<file path="config.mk">
export PLATFORM = sky130hd
export DESIGN_NAME = burst_seq_gen
export DESIGN_NICKNAME = d
export VERILOG_FILES = /design/src/rtl/burst_seq_pkg.sv /design/src/rtl/burst_seq_ctrl.sv /design/src/rtl/burst_seq_path.sv /design/src/rtl/burst_seq_gen.sv
export SDC_FILE = /design/constraint.sdc
export NUM_CORES = 1
export LEC_CHECK = 0
export CELL_PAD_IN_SITES_DETAIL_PLACEMENT = 0
export CELL_PAD_IN_SITES_GLOBAL_PLACEMENT = 2
export CORE_ASPECT_RATIO = 1.5
export CORE_MARGIN = 8
export CORE_UTILIZATION = 23
export CTS_CLUSTER_DIAMETER = 150
export DETAILED_ROUTE_END_ITERATION = 10
export HOLD_SLACK_MARGIN = 0.03
export PLACE_DENSITY_LB_ADDON = 0.05
export SLEW_MARGIN = 5
export SYNTH_ARGS = -nofsm -noshare
export SYNTH_HDL_FRONTEND = slang
export SYNTH_HIERARCHICAL = 1
export SYNTH_SLANG_ARGS = --single-unit
</file>
<file path="constraint.sdc">
create_clock -name clk -period 2.5 [get_ports clk]
set_input_delay 0.5 -clock clk [delete_from_list [all_inputs] [get_ports clk]]
set_output_delay 0.5 -clock clk [all_outputs]
set_load 0.02 [all_outputs]
</file>
<file path="src/rtl/burst_seq_pkg.sv">
package burst_seq_pkg;
  localparam int BURST_BITS = 2;

  typedef struct packed {
    logic load;
    logic fromProc;
    logic step;
  } seqStrobes_t;
endpackage

</file>
<file path="src/rtl/burst_seq_ctrl.sv">
module burst_seq_ctrl
  import burst_seq_pkg::*;
(
  input  logic        procStrbN,
  input  logic        ctrlStrbN,
  input  logic        primCeN,
  input  logic        advance,
  output seqStrobes_t strb
);
  logic procAct;
  logic ctrlAct;

  // processor strobe counts only while the primary enable is active
  assign procAct = ~procStrbN & ~primCeN;
  // controller strobe counts only when the processor strobe is not acted on
  assign ctrlAct = ~ctrlStrbN & ~procAct;

  always_comb begin
    strb.load     = procAct | ctrlAct;
    strb.fromProc = procAct;
    strb.step     = advance & ~(procAct | ctrlAct);
  end
endmodule

</file>
<file path="src/rtl/burst_seq_path.sv">
module burst_seq_path
  import burst_seq_pkg::*;
#(
  parameter int ADDR_W = 17
) (
  input  logic              clk,
  input  logic              rst,
  input  seqStrobes_t       strb,
  input  logic [ADDR_W-1:0] addrIn,
  input  logic              modeLinear,
  output logic [BURST_BITS-1:0] burstOfs,
  output logic [ADDR_W-1:0] wordAddr,
  output logic              procBurst
);
  localparam int UP_W = ADDR_W - BURST_BITS;

  logic [BURST_BITS-1:0] baseQ;
  logic [BURST_BITS-1:0] beatQ;
  logic [UP_W-1:0]       upperQ;
  logic                  modeQ;
  logic                  procQ;
  logic [BURST_BITS-1:0] ilvOfs;
  logic [BURST_BITS-1:0] linOfs;

  always_ff @(posedge clk) begin
    if (rst) begin
      baseQ  <= '0;
      beatQ  <= '0;
      upperQ <= '0;
      modeQ  <= 1'b0;
      procQ  <= 1'b0;
    end else begin
      modeQ <= modeLinear;
      if (strb.load) begin
        baseQ  <= addrIn[BURST_BITS-1:0];
        upperQ <= addrIn[ADDR_W-1:BURST_BITS];
        beatQ  <= '0;
        procQ  <= strb.fromProc;
      end else if (strb.step) begin
        beatQ <= beatQ + 1'b1;
      end
    end
  end

  // per-bit interleave, carry-wrapping sum for linear
  for (genvar b = 0; b < BURST_BITS; b++) begin : g_ilv
    assign ilvOfs[b] = baseQ[b] ^ beatQ[b];
  end
  assign linOfs = baseQ + beatQ;

  assign burstOfs  = modeQ ? linOfs : ilvOfs;
  assign wordAddr  = {upperQ, burstOfs};
  assign procBurst = procQ;
endmodule

</file>
<file path="src/rtl/burst_seq_gen.sv">
module burst_seq_gen
  import burst_seq_pkg::*;
#(
  parameter int ADDR_W = 17
) (
  input  logic              clk,
  input  logic              rst,
  input  logic [ADDR_W-1:0] addrIn,
  input  logic              procStrbN,
  input  logic              ctrlStrbN,
  input  logic              primCeN,
  input  logic              advance,
  input  logic              modeLinear,
  output logic [1:0]        burstOfs,
  output logic [ADDR_W-1:0] wordAddr,
  output logic              procBurst
);
  seqStrobes_t strb;

  burst_seq_ctrl u_ctrl (
    .procStrbN (procStrbN),
    .ctrlStrbN (ctrlStrbN),
    .primCeN   (primCeN),
    .advance   (advance),
    .strb      (strb)
  );

  burst_seq_path #(.ADDR_W(ADDR_W)) u_path (
    .clk        (clk),
    .rst        (rst),
    .strb       (strb),
    .addrIn     (addrIn),
    .modeLinear (modeLinear),
    .burstOfs   (burstOfs),
    .wordAddr   (wordAddr),
    .procBurst  (procBurst)
  );
endmodule

</file>
After elaboration in Yosys (flattened, before gate mapping)
Index checks and enable logic that the tools add are counted.
Storage, ports and cells
  word-level logic and storage cells: 20
  input bits: 24
  bits in registers: 21
  output and inout port bits: 20
Cells by class
  bitwise operators: 11
  reductions and logical operators: 1
  $add $sub $neg: 2
  mux-type cells: 1
Operator list (number)
  $not A1 Y1: 5
  $and A1 B1 Y1: 3
  $add A2 B1 Y2 const B: 1
  $add A2 B2 Y2: 1
  $mux W2: 1
  $reduce_or A2 Y1: 1
  $xor A1 B1 Y1: 2
  $or A1 B1 Y1: 1

Longest topological paths before layout
  depth in word-level cells: 7
  depth in mapped cells: 4
  gate-level depth less buffers: 3

Hierarchy
Netlist, hierarchy kept.
By module, submodules not included
  burst_seq_path: sequential area each 420.4 um2, area each 798.3 um2, instances 1, cells an instance 73
  burst_seq_ctrl: sequential area each 0.0 um2, area each 26.3 um2, instances 1, cells an instance 4

Worst setup path after synthesis
Ideal clock, no wire load.
  path kind: register to output
  start point: register u_path.beatQ[0]
  end point: output wordAddr[1]
  arrival time: 1.212 ns
  cell stages (with the launch flop): 5
  slack: 0.788 ns
  required time: 2.000 ns
  cell sequence: dfxtp_1 -> ha_1 -> nand2_1 -> xnor2_1 -> buf_4
On the way
  longest elaborated chain between the ends: 2
Ends and longest elaborated chain
  start: declaration: line burst_seq_path.sv:18  | logic [BURST_BITS-1:0] beatQ;
  start signal: assignment: line burst_seq_path.sv:40  | beatQ <= beatQ + 1'b1;
  $add A2 B2 Y2: line burst_seq_path.sv:49  | assign linOfs = baseQ + beatQ;
  $mux W2: line burst_seq_path.sv:51  | assign burstOfs = modeQ ? linOfs : ilvOfs;
  end: declaration: line burst_seq_gen.sv:15  | output logic [ADDR_W-1:0] wordAddr,
No other way between the ends.

Worst setup path in the final report
  start point: register u_path.beatQ[0]
  end point: output burstOfs[1]
On the way
  longest elaborated chain between the ends: 2
Ends and longest elaborated chain
  $add A2 B2 Y2: line burst_seq_path.sv:49
  $mux W2: line burst_seq_path.sv:51
  end: declaration: line burst_seq_gen.sv:14  | output logic [1:0] burstOfs,
No other way between the ends.

==> run_results.csv <==
group,metric,value,unit
layout,finish.utilization,38.6,%
sta,drv_slew,0,
global_route,track_usage,7.75,%
hold_path,hold_path_class,"reg -> reg",
die,row_count,26,
sta,fin_setup_tns,0,ns
clock_tree,cts_repair_resize_count,0,
critical_path,regToRegStartpoint,"u_path/beatQ[1]$_SDFFE_PP0P_",
layout,drive_gt1_share,5.88,%
clock_tree,clock_tree.root_cell,"clkbuf_8",
detailed_routing,first_iter_violations,14,
critical_path,startpoint_type,"flop",
critical_path,critPathSlowestCell,"clkdlybuf4s50_1",
sta,rsz0062_at_grt,"false",
critical_path,regToRegSetupSlack,1.69,ns
layout,fin_nets,145,
hold_path,whs_endpoint,"u_path/upperQ[13]$_SDFFE_PP0P_",
global_route,grt_max_degree,22,
critical_path,crit_start,"u_path/beatQ[0]$_SDFFE_PP0P_",
die,core,0.00342,mm²
power_and_ir_drop,p_leak,0.572,nW
critical_path,slowest_delay,0.63,ns
layout,area_growth,59.8,%
clock_tree,cts_setup_buffers,0,
critical_path,worst-path-max-fanout,4,
sta,period_needed,2.16,ns
logic_synthesis,synth_area,825,µm²
sta,min_period_over_period,86.6,%
detailed_routing,drcViolationCount,0,
detailed_routing,wirelength,2.11,mm
die,die_area,0.00580,mm²
detailed_routing,ant_nets,0,
sta,hold_viol_final,0,
global_route,grt_overflow,0,
die,die_h,89.3,µm
critical_path,path_class,"reg -> out",
clock_tree,htreeDepth,1,
sta,skew,0.000762,ns
die,start_util,24.1,%
critical_path,r2r_cells,2,
critical_path,cp_num_buf_inv,1,
status,status,"complete, no violations",
critical_path,critPathCaptureType,"output pin",
detailed_routing,drt_pre_antenna_iters,2,
layout,antenna_cells,0,
detailed_routing,vias,668,
sta,timing.fmax,462,MHz
clock_tree,cts_hold_buf,0,
critical_path,cp_top_family,"buffers and inverters",
hold_path,worstHoldStart,"u_path/upperQ[13]$_SDFFE_PP0P_",
hold_path,min_path_cells,2,
run,maxCapViolCount,0,
global_route,antenna_found_initial,0,
critical_path,cp.required,2.00,ns
global_route,grt_pass1_vias,746,
clock_tree,worstSkewPairLatency,0.25,ns
clock_tree,cts_buffers,3,
sta,setup-violations-final,0,
sta,whs,0.493,ns
clock_tree,cts_num_sinks,21,
placement,io_buffer_count,43,
die,die_w,64.9,µm
clock_tree,cts_buffer_depth,2,
global_route,grt_first_pass_wirelength,3.52,mm
power_and_ir_drop,p_per_area,566,mW/mm²
logic_synthesis,yosysSeqAreaShare,51.0,%
power_and_ir_drop,ir_worst_vdd,313,µV
clock_tree,cts_tree,"done",
placement,dp_cells,157,
logic_synthesis,yosysWarnings,6,
logic_synthesis,avgSynthCellArea,10.7,µm²
sta,slew_headroom,77.4,%
detailed_routing,avgRoutedWirePerCell,13.1,µm
detailed_routing,vias_per_cell,4.15,
layout,final-instance-count-excl-fill,161,
clock_tree,clkTransAtPathRegs,0.07,ns
critical_path,arrival,1.66,ns
logic_synthesis,synth_cells,77,
critical_path,reg2reg_to,"u_path/beatQ[1]$_SDFFE_PP0P_",
logic_synthesis,synth_nets,102,
critical_path,cp_cell_sequence,"ha_1 > nand2_1 > xnor2_1 > clkdlybuf4s50_1",
sta,worst_pin_slew,0.340,ns
logic_synthesis,yosys.cell_types.count,18,
placement,gp_congestion,0.640,
logic_synthesis,ys_seq_elements,21,
die,io_pins,44,
-- per-stage QoR --
stage          setup slack [ns]  power [W]  area [µm²]
6_report                  0.336   0.000746        1320
5_1_grt                   0.188   0.000788        1320
4_1_cts                   0.305   0.000763        1320
3_5_place_dp              0.597   0.000539        1270
3_3_place_gp              0.612   0.000536        1270
2_1_floorplan             0.788   0.000454         825
-- synth_stat cells, drive strengths merged --
library cell / n / area, µm²
a21bo: 1 / 10.0
dfxtp: 21 / 420
xnor2: 2 / 17.5
clkbuf: 1 / 3.75
nor2: 19 / 71.3
o21ai: 1 / 5.00
buf: 6 / 50.0
o211a: 1 / 10.0
mux2i: 18 / 180
nand2: 1 / 3.75
nor2b: 1 / 6.26
ha: 1 / 12.5
xor2: 1 / 8.76
a211oi: 1 / 12.5
nor3: 1 / 5.00
nand3b: 1 / 7.51
-- report_power, final --
group          internal (W)  switching, W  leakage, nW
sequential         0.000355     0.0000101        0.174
combinational     0.0000921     0.0000713        0.376
clock              0.000113      0.000104       0.0228
-- cells by family (layout without fill, tap and decap cells) --
group	Yosys count	after routing	share of synthesized area, %
buffers and inverters	7	49	6.52
multiplexers	18	18	21.9
adder cells (fa/ha/maj)	1	1	1.52
XOR/XNOR	3	3	3.19
AND/OR/NAND/NOR	23	23	11.4
flip-flops	21	21	51.0
AO/OA/AOI/OAI	4	4	4.55
-- area by class of cell --
| cell class | instances | area [µm²] |
|---|---|---|
| timing repair buffer | 45 | 445 |
| tap | 42 | 52.6 |
| clock buffer | 4 | 45.0 |
| sequential | 21 | 420 |
| multi-input combinational | 49 | 354 |
| fill | 379 | 2100 |
-- state kept, by name, summed over array words and instances, names as in the netlist --
name,flops
u_path/upperQ,15
u_path/baseQ,2
u_path/beatQ,2
u_path/modeQ,1
u_path/procBurst,1
-- worst min-delay path: stages (launching register included) --
cell     delay (ns)
dfxtp_1        0.33
mux2i_1        0.06
nor2_1         0.07
-- metal layers --
metal	global-route usage [%]	up-vias	part of all wire, %	routed length (µm)
li1	-	334	-	-
met1	8.35	309	40	844
met2	12.2	23	49	1040
met3	3.89	2	9.6	203
met4	4.18	0	1.0	22
met5	0	-	0	0
-- worst max path at each step --
stage	endpoint	slack (ns)	cells past startpoint
after detailed placement	burstOfs[1]	0.60	4
after floorplan	wordAddr[1]	0.79	4
after global placement	burstOfs[1]	0.61	4
after CTS	burstOfs[1]	0.30	4
after global routing	burstOfs[1]	0.19	4
final	burstOfs[1]	0.34	4
-- placed cells by master (no fill, tap or decap) --
master           netlist  layout
clkdlybuf4s50_1        0      43
dfxtp_1               21      21
nor2_1                19      19
mux2i_1               18      18
clkbuf_8               0       3
xnor2_1                2       2
buf_4                  3       2
clkbuf_1               1       1
o21ai_2                0       1
o211a_1                1       1
xor2_1                 1       1
nand2_1                1       1
nor3_1                 1       1
a21bo_1                1       1
nand3b_1               1       1
a211oi_2               1       1
nor2b_1                1       1
ha_1                   1       1
Note: power is estimated with default switching activity, not from simulation.
